### src/rtl/spec_rob_pkg.sv
`timescale 1ns/1ps
package spec_rob_pkg;

  // Progress of one entry; ST_RSVD is never written by a legal producer.
  typedef enum logic [1:0] {
    ST_ISSUED = 2'd0,
    ST_EXEC   = 2'd1,
    ST_DONE   = 2'd2,
    ST_RSVD   = 2'd3
  } rob_state_e;

endpackage

### src/rtl/rob_ptr_ctrl.sv
`timescale 1ns/1ps
// Allocate and retire pointers with a wrap bit above the slot index.
module rob_ptr_ctrl #(
  parameter int IW = 3
) (
  input  logic          clk,
  input  logic          rst_n,
  input  logic          do_alloc,
  input  logic [1:0]    ret_cnt,
  input  logic          do_cancel,
  input  logic [IW:0]   cancel_cnt,
  input  logic          do_flush,
  output logic [IW:0]   wr_ptr,
  output logic [IW:0]   rd_ptr,
  output logic [IW:0]   occ,
  output logic          full
);
  localparam int PW = IW + 1;

  function automatic logic [PW-1:0] fn_distance(input logic [PW-1:0] a,
                                                input logic [PW-1:0] b);
    return a - b;
  endfunction

  function automatic logic fn_is_full(input logic [PW-1:0] a,
                                      input logic [PW-1:0] b);
    return (a[IW] != b[IW]) && (a[IW-1:0] == b[IW-1:0]);
  endfunction

  logic [PW-1:0] wr_nxt, rd_nxt;

  always_comb begin
    rd_nxt = rd_ptr + PW'(ret_cnt);
    if (do_flush)       wr_nxt = rd_ptr;
    else if (do_cancel) wr_nxt = wr_ptr - cancel_cnt;
    else if (do_alloc)  wr_nxt = wr_ptr + PW'(1);
    else                wr_nxt = wr_ptr;
  end

  always_ff @(posedge clk or negedge rst_n) begin
    if (!rst_n) begin
      wr_ptr <= '0;
      rd_ptr <= '0;
    end else begin
      wr_ptr <= wr_nxt;
      rd_ptr <= rd_nxt;
    end
  end

  assign occ  = fn_distance(wr_ptr, rd_ptr);
  assign full = fn_is_full(wr_ptr, rd_ptr);

endmodule

### src/rtl/rob_retire_sel.sv
`timescale 1ns/1ps
// Picks up to two in-order retirements and decides whether a fault is taken.
module rob_retire_sel
  import spec_rob_pkg::*;
#(
  parameter int IW = 3
) (
  input  logic [(1<<IW)-1:0]      valid_i,
  input  logic [(1<<IW)-1:0]      spec_i,
  input  logic [(1<<IW)-1:0]      exc_i,
  input  logic [(1<<IW)-1:0][1:0] state_i,
  input  logic [IW-1:0]           head_i,
  output logic [IW-1:0]           idx0,
  output logic [IW-1:0]           idx1,
  output logic                    ret0_ok,
  output logic                    ret1_ok,
  output logic [1:0]              ret_cnt,
  output logic                    exc_take,
  output logic                    head_spec
);

  function automatic logic fn_can_leave(input logic v, input logic s,
                                        input logic e, input logic [1:0] st);
    return v && !s && !e && (st == ST_DONE);
  endfunction

  assign idx0 = head_i;
  assign idx1 = head_i + IW'(1);

  assign ret0_ok  = fn_can_leave(valid_i[idx0], spec_i[idx0], exc_i[idx0], state_i[idx0]);
  assign ret1_ok  = ret0_ok &&
                    fn_can_leave(valid_i[idx1], spec_i[idx1], exc_i[idx1], state_i[idx1]);
  assign ret_cnt  = 2'(ret0_ok) + 2'(ret1_ok);
  assign exc_take = valid_i[idx0] && exc_i[idx0] && !spec_i[idx0];
  assign head_spec = valid_i[idx0] && spec_i[idx0];

endmodule

### src/rtl/spec_rob.sv
`timescale 1ns/1ps
module spec_rob
  import spec_rob_pkg::*;
#(
  parameter int IW = 3,
  parameter int DW = 5
) (
  input  logic          clk,
  input  logic          rst_n,
  input  logic          alloc_valid,
  input  logic [DW-1:0] alloc_dest,
  input  logic          alloc_spec,
  output logic          alloc_ready,
  output logic [IW-1:0] alloc_id,
  input  logic          stat_valid,
  input  logic [IW-1:0] stat_id,
  input  logic [1:0]    stat_state,
  input  logic          stat_exc,
  input  logic          br_valid,
  input  logic          br_correct,
  output logic          ret0_valid,
  output logic [IW-1:0] ret0_id,
  output logic [DW-1:0] ret0_dest,
  output logic          ret1_valid,
  output logic [IW-1:0] ret1_id,
  output logic [DW-1:0] ret1_dest,
  output logic          exc_valid,
  output logic [IW-1:0] exc_id
);
  localparam int DEPTH = 1 << IW;
  localparam int PW    = IW + 1;

  // Entry storage
  logic [DEPTH-1:0]         valid_q, spec_q, exc_q;
  logic [DEPTH-1:0][1:0]    state_q;
  logic [DEPTH-1:0][DW-1:0] dest_q;

  // Named internal events
  logic [PW-1:0] wr_ptr_w, rd_ptr_w, occ_w, cancel_cnt_w;
  logic          full_w, fire_alloc, fire_confirm, fire_cancel, fire_flush;
  logic          ret0_ok, ret1_ok, head_spec_w;
  logic [IW-1:0] idx0, idx1;
  logic [1:0]    ret_cnt_w;
  logic [DEPTH-1:0] alloc_hit, ret_hit, stat_hit;

  function automatic logic [PW-1:0] fn_live_spec(input logic [DEPTH-1:0] v,
                                                 input logic [DEPTH-1:0] s);
    logic [PW-1:0] n;
    n = '0;
    for (int k = 0; k < DEPTH; k++) n = n + PW'(v[k] & s[k]);
    return n;
  endfunction

  rob_retire_sel #(.IW(IW)) sel_i (
    .valid_i  (valid_q),
    .spec_i   (spec_q),
    .exc_i    (exc_q),
    .state_i  (state_q),
    .head_i   (rd_ptr_w[IW-1:0]),
    .idx0     (idx0),
    .idx1     (idx1),
    .ret0_ok  (ret0_ok),
    .ret1_ok  (ret1_ok),
    .ret_cnt  (ret_cnt_w),
    .exc_take (fire_flush),
    .head_spec(head_spec_w)
  );

  assign alloc_ready  = !full_w && !br_valid && !fire_flush;
  assign fire_alloc   = alloc_valid && alloc_ready;
  assign fire_confirm = br_valid && br_correct && !fire_flush;
  assign fire_cancel  = br_valid && !br_correct && !fire_flush;
  assign cancel_cnt_w = fn_live_spec(valid_q, spec_q);

  rob_ptr_ctrl #(.IW(IW)) ptr_i (
    .clk       (clk),
    .rst_n     (rst_n),
    .do_alloc  (fire_alloc),
    .ret_cnt   (ret_cnt_w),
    .do_cancel (fire_cancel),
    .cancel_cnt(cancel_cnt_w),
    .do_flush  (fire_flush),
    .wr_ptr    (wr_ptr_w),
    .rd_ptr    (rd_ptr_w),
    .occ       (occ_w),
    .full      (full_w)
  );

  for (genvar g = 0; g < DEPTH; g++) begin : g_hit
    assign alloc_hit[g] = fire_alloc && (wr_ptr_w[IW-1:0] == IW'(g));
    assign ret_hit[g]   = (ret0_ok && (idx0 == IW'(g))) || (ret1_ok && (idx1 == IW'(g)));
    assign stat_hit[g]  = stat_valid && (stat_id == IW'(g)) && valid_q[g];
  end

  always_ff @(posedge clk or negedge rst_n) begin
    if (!rst_n) begin
      valid_q <= '0;
      spec_q  <= '0;
      exc_q   <= '0;
      state_q <= '0;
      dest_q  <= '0;
    end else begin
      for (int e = 0; e < DEPTH; e++) begin
        if (fire_flush) begin
          valid_q[e] <= 1'b0;
          spec_q[e]  <= 1'b0;
          exc_q[e]   <= 1'b0;
        end else if (alloc_hit[e]) begin
          valid_q[e] <= 1'b1;
          spec_q[e]  <= alloc_spec;
          exc_q[e]   <= 1'b0;
          state_q[e] <= ST_ISSUED;
          dest_q[e]  <= alloc_dest;
        end else begin
          if (stat_hit[e]) begin
            state_q[e] <= stat_state;
            if (stat_exc) exc_q[e] <= 1'b1;
          end
          if (ret_hit[e] || (fire_cancel && spec_q[e])) begin
            valid_q[e] <= 1'b0;
            spec_q[e]  <= 1'b0;
            exc_q[e]   <= 1'b0;
          end else if (fire_confirm) begin
            spec_q[e] <= 1'b0;
          end
        end
      end
    end
  end

  assign alloc_id   = wr_ptr_w[IW-1:0];
  assign ret0_valid = ret0_ok;
  assign ret0_id    = idx0;
  assign ret0_dest  = dest_q[idx0];
  assign ret1_valid = ret1_ok;
  assign ret1_id    = idx1;
  assign ret1_dest  = dest_q[idx1];
  assign exc_valid  = fire_flush;
  assign exc_id     = idx0;

endmodule

### config.mk
export PLATFORM = sky130hd
export DESIGN_NAME = spec_rob
export DESIGN_NICKNAME = d
export VERILOG_FILES = /design/src/rtl/spec_rob_pkg.sv /design/src/rtl/rob_ptr_ctrl.sv /design/src/rtl/rob_retire_sel.sv /design/src/rtl/spec_rob.sv
export SDC_FILE = /design/constraint.sdc
export NUM_CORES = 1
export LEC_CHECK = 0
export CORE_ASPECT_RATIO = 2
export CORE_UTILIZATION = 54
export DETAILED_ROUTE_END_ITERATION = 8
export PLACE_DENSITY = 0.78
export SYNTH_ARGS = -nofsm -noshare
export SYNTH_HDL_FRONTEND = slang
export SYNTH_SLANG_ARGS = --single-unit
### constraint.sdc
create_clock -name clk -period 3.8 [get_ports clk]
set_input_delay 0.57 -clock clk [delete_from_list [all_inputs] [get_ports clk]]
set_output_delay 0.57 -clock clk [all_outputs]
set_load 0.03 [all_outputs]
==> Yosys cells after proc, flatten, opt, wreduce, memory -nomap -nowiden <==
Cells that the tools add are included.
{ "word_totals": {"register_bits": 88, "input_bits": 18, "output_inout_bits": 26, "elab_cells": 376} }
{ "op_classes": {"n_addsub": 12, "n_lt_le_gt_ge": 2, "eq_ne": 32, "muxes": 121, "bitwise_logic": 9, "n_reduce_logical": 158} }
{ "ops": {"columns": ["op", "count"], "rows": [
  ["$reduce_bool A4 Y1", 24],
  ["$mux W1", 88],
  ["$logic_and A1 B1 Y1", 65],
  ["$eq A3 B3 Y1 const B", 16],
  ["$reduce_and A2 Y1", 24],
  ["$mux W2", 18],
  ["$bmux W5 S3", 2],
  ["$reduce_bool A3 Y1", 9],
  ["$eq A3 B2 Y1 const B", 8],
  ["$bmux W1 S3", 6],
  ["$add A4 B1 Y4", 4],
  ["$logic_or A1 B1 Y1", 16],
  ["$reduce_bool A2 Y1", 8],
  ["$bmux W2 S3", 2],
  ["$eq A3 B1 Y1 const B", 4],
  ["$logic_not A3 Y1", 4],
  ["$mux W4", 3],
  ["$mux W5", 2],
  ["$and A1 B1 Y1", 8],
  ["$logic_not A1 Y1", 8],
  ["$lt A3 B4 Y1 const B", 2],
  ["$add A1 B1 Y2", 2],
  ["$add A3 B1 Y4", 1],
  ["$add A4 B1 Y4 const B", 1],
  ["8 further kinds", 9]
]} }

==> Logic depth before layout (Yosys ltp) <==
{ "depth": {"depth_word": 14, "mapped_depth": 16, "mapped_depth_nobuf": 16} }

==> Modules after synthesis <==
Synthesis repeated with hierarchy kept, for this count alone.
{ "hier_totals": {"cells_unflattened": 522, "area_unflattened_um2": 5770.5} }
{ "by_module_without_submodules": {"columns": ["module", "instances", "cells_each", "area_each_um2", "seq_area_each_um2"], "rows": [
  ["spec_rob", 1, 396, 4571.9, 2001.9],
  ["rob_ptr_ctrl", 1, 66, 660.6, 200.2],
  ["rob_retire_sel", 1, 60, 538.0, 0.0]
]} }

==> Worst setup path after synthesis <==
Ideal clock, no wire load.
{ "synth_path": {"kind": "register -> register", "start": "reg ptr_i.wr_ptr[0]", "end": "reg ptr_i.wr_ptr[1]", "setup_time_ns": 0.130, "arrival_ns": 3.551, "required_ns": 3.670, "slack_ns": 0.120, "path_stages_with_launch": 14, "n_path_buf": 0, "period_less_slack_ns": 3.680, "cell_sequence": "dfrtp_1 inv_1 fa_1 fa_1 inv_1 fa_1 inv_1 fa_1 inv_1 ha_1 or3_1 and3_1 o21ai_0 o21ai_0"} }
{ "synth_via": {"elab_chain_cells": 7, "word_cells_on_any_way": 12, "cone_classes": "2 x add/sub; 1 x eq/ne; 3 x mux; 6 x reduce/logical"} }
{ "synth_rtl": {"columns": ["element", "line", "text"], "rows": [
  ["from (decl)", "rob_ptr_ctrl.sv:13", "output logic [IW:0] wr_ptr,"],
  ["from (signal assigned)", "rob_ptr_ctrl.sv:45", "wr_ptr <= wr_nxt;"],
  ["parallel branches: the longest is 7 deep, another holds $add A4 B1 Y4", null, null]
]} }
Parallel ways; which one is timed is not known. The select of a mux whose other input is x is not followed.
A chain may end at the register's enable or synchronous reset.

==> Worst setup path after layout <==
{ "layout_path": {"start": "reg valid_q[3]", "end": "reg ptr_i.wr_ptr[1]"} }
{ "layout_via": {"elab_chain_cells": 9, "word_cells_on_any_way": 18, "cone_classes": "6 x add/sub; 4 x mux; 1 x bitwise; 7 x reduce/logical"} }
{ "layout_rtl": {"columns": ["element", "line", "text"], "rows": [
  ["from (decl)", "spec_rob.sv:34", "logic [DEPTH-1:0] valid_q, spec_q, exc_q;"],
  ["from (signal assigned)", "spec_rob.sv:97", "valid_q <= '0;"],
  ["from (signal, indexed assignment)", "spec_rob.sv:105", "valid_q[e] <= 1'b0;"],
  ["from (signal, indexed assignment)", "spec_rob.sv:109", "valid_q[e] <= 1'b1;"],
  ["$and A1 B1 Y1", "spec_rob.sv:50", "for (int k = 0; k < DEPTH; k++) n = n + PW'(v[k] & s[k]);"],
  ["$add A3 B1 Y4", "spec_rob.sv:50", null],
  ["$add A4 B1 Y4 (4 in a row)", "spec_rob.sv:50", null],
  ["$sub A4 B4 Y4", "rob_ptr_ctrl.sv:35", "else if (do_cancel) wr_nxt = wr_ptr - cancel_cnt;"],
  ["$mux W4", "rob_ptr_ctrl.sv:35", null],
  ["$mux W4", "rob_ptr_ctrl.sv:34", "if (do_flush) wr_nxt = rd_ptr;"]
]} }
Parallel ways exist; a longest one is shown, timed or not. The select of a mux whose other input is x is not followed.

==> run metrics <==
Simple-Gate Fraction of Synth Area 15.2%; Hold/Removal Path Class in2async; largest family of logic cells by synthesized area multiplexers; CP Data Required Time 4030 ps; family with the most delay on the worst path adder cells; DR WL/cell 23.2 um; Peak VDD IR 969 uV; CP most frequent cell fa_1; Post-Synth XOR/XNOR Area 1.85%; Arrival @ worst endpoint 3960 ps; antenna cell count 0; clock latency on the worst-skew pair 350 ps; Syn Nets 555; WS Path Type reg2reg; crit-path cells nand2_2, fa_1, inv_2, fa_1, inv_2, fa_1, inv_2, fa_1, inv_1, ha_1, or3_1, and3_1, o21ai_1, o21ai_1; syn avg cell area 11.2 sq um; Synth area leader dfrtp_1; die extent in y 147 um; drt initial violations 399; total CTS buffers 9; cell at the slowest stage of the critical path fa_1; first-pass iteration count of the detailed router 5; Buf/Inv on CP 4; Finished Core Util 65.9%; Detailed Route WL 16,400 um; Mapped Area 5690 sq um; total power 6400 uW; status finished clean; mux cell area share after synthesis 19.5%; largest cells by area after synthesis dfrtp_1, mux4_2, mux2_2, ha_1, mux2_4; gr ovfl total 0; PortBufs 43; area share of the largest cell type after synthesis 38.7%; core region area 10,100 sq um; die area 11,000 sq um; max-slew violations 0; synthesis-stage register bit count 88; R2R depth 14; setup violators final 0; Netlist cell types 59; Vias 4,479; Final period util 98.0%; Pwr Density 957 nW/um^2; fin area 6690 sq um; minimum clock period 3720 ps; sequential area share after synthesis 38.7%; fmax 268 MHz; num ports 44; Final Skew 9.03 ps; antenna violations before repair 0; Worst-path clk slew 80 ps; CP max stage delay 600 ps; CTS tree built; CTS H-tree depth 3; drt drc 0; CP endpoint kind flop; std cell rows 52; first-pass GRT wire length 25,500 um; max_cap viols 0; Initial Utilization 56.1%; Post-synth top cells dfrtp_1, nand2_1, inv_1, mux2_2, mux4_2; Slew headroom 43.6%; DP Cell Count 677; Area after DPL 6270 sq um; Post-Layout Cell Count 707; CTS max path bufs 2; pin count of the biggest net entering global routing 66; total clock sinks 88; R2R Path Start valid_q[3]; Vias/cell 6.34; ys flop type dfrtp_1; Post-DP HPWL 12,500 um; number of global-route vias before repair 4,800; Compound-Gate Fraction of Synth Area 10.9%; Post-synth ARST share 100%; layout cells sized above 1 24.8%; Critical Path Start Type flop; worst-path fanout max 4; Area Overhead vs Synth 17.6%; R2R setup slack 80 ps; TNS Setup 0 ps; most common cell in the netlist dfrtp_1; root buffer cell clkbuf_16; Worst Tran Pin Value 847 ps; GRT Total Usage 32.2%; DIE WIDTH 74.6 um; leakage dissipation 0.00307 uW; post-synthesis adder-cell area fraction 7.57%; Mapped Cells 508; final hold vios 0; GP Congestion 1.01; Post-synth EDFFs 0; antenna viol nets, final 0; reg2reg end ptr_i.wr_ptr[1]; Syn. warnings 0; NumNets Final 614
## layout make-up
cell class	count	area [sq um]
inverter	32	120
clock buffer	9	225
fill	848	3460
clock inverter	7	76.3
sequential	88	2200
multi-input combinational	350	3140
tap	135	169
timing repair buffer	86	754
## worst reg2reg max path, delay by kind of cell, from the launching register on
family	cells	cell delay [ps]
AND/OR/NAND/NOR	3	660
adder cells (fa/ha/maj)	5	2060
flip-flops	1	430
buffers and inverters	4	250
AO/OA/AOI/OAI	2	190
## cells in the final DEF (no fill, tap or decap), drive strengths merged, types with 3 or more instances in the layout
cell           netlist  layout
clkbuf              11       9
buf                 27      47
mux4                25      25
xnor2                6       6
nand3                6       6
o21ai               14      14
nor3                 6       6
dfrtp               88      88
mux2i                3       3
nor3b                8       8
inv                 30      36
a21oi               15      15
nor2b               21      21
nand2               54      54
a31oi                4       4
ha                  20      20
and2                13      13
nor4b                5       5
nor2                 8       8
clkinv               2       3
nand2b               4       4
xor2                 6       6
and3                16      16
a221o                4       4
a22o                22      22
nor4bb               4       4
mux2                41      41
fa                   9       9
a21o                 3       3
clkdlybuf4s50        0      38
a211oi               4       4
nor4                 3       3
## state kept, by name, indices dropped and copies added, names as in the netlist
name	cells
dest_q	40
ptr_i.wr_ptr	4
state_q	16
spec_q	8
exc_q	8
ptr_i.rd_ptr	4
valid_q	8
## stage by stage
step	setup WS, ps	hold slack (ps)
2_1_floorplan	120	274
3_3_place_gp	94.3	469
3_5_place_dp	18.7	483
4_1_cts	5.31	349
5_1_grt	-38.8	393
6_report	75.6	319
## what timing repair did
action | CTS | global route
hold buffers | 0 | 0
pin swaps | 0 | 2
resized for setup | 3 | 8
endpoints found under the setup margin | 1 | 2
buffers inserted | 0 | 14
## where the power goes
| group | switching (uW) | leakage [uW] | internal, uW |
|---|---|---|---|
| Combinational | 1990 | 0.00180 | 1850 |
| Clock | 443 | 0.000150 | 471 |
| Sequential | 314 | 0.00112 | 1330 |
| Total | 2750 | 0.00307 | 3650 |
## per-layer routing
| layer | track usage (%) | wire length [um] |
|---|---|---|
| met2 | 54.5 | 8600 |
| met1 | 34.0 | 5400 |
| met4 | 24.3 | 1520 |
| met5 | 0 | 0 |
| met3 | 5.90 | 869 |
## worst max path at each step
stage,from,end,slack [ps],cells after the start
after detailed placement,spec_q[7],ptr_i.wr_ptr[1],20,13
after floorplan,ptr_i.wr_ptr[0],ptr_i.wr_ptr[1],120,13
after global routing,valid_q[3],ptr_i.wr_ptr[1],-40,14
after global placement,spec_q[7],ptr_i.wr_ptr[1],90,13
final,valid_q[3],ptr_i.wr_ptr[1],80,14
after CTS,spec_q[7],ptr_i.wr_ptr[1],5,13
## cell families after synthesis
logic type / Yosys count
AOI/OAI and AO/OA: 84
xor gates and xnor gates: 12
adders and majority gates: 29
buffers and inverters: 70
DFF: 88
muxes: 69
and+or+nand+nor: 156
Power figures use the tool's default switching activity.
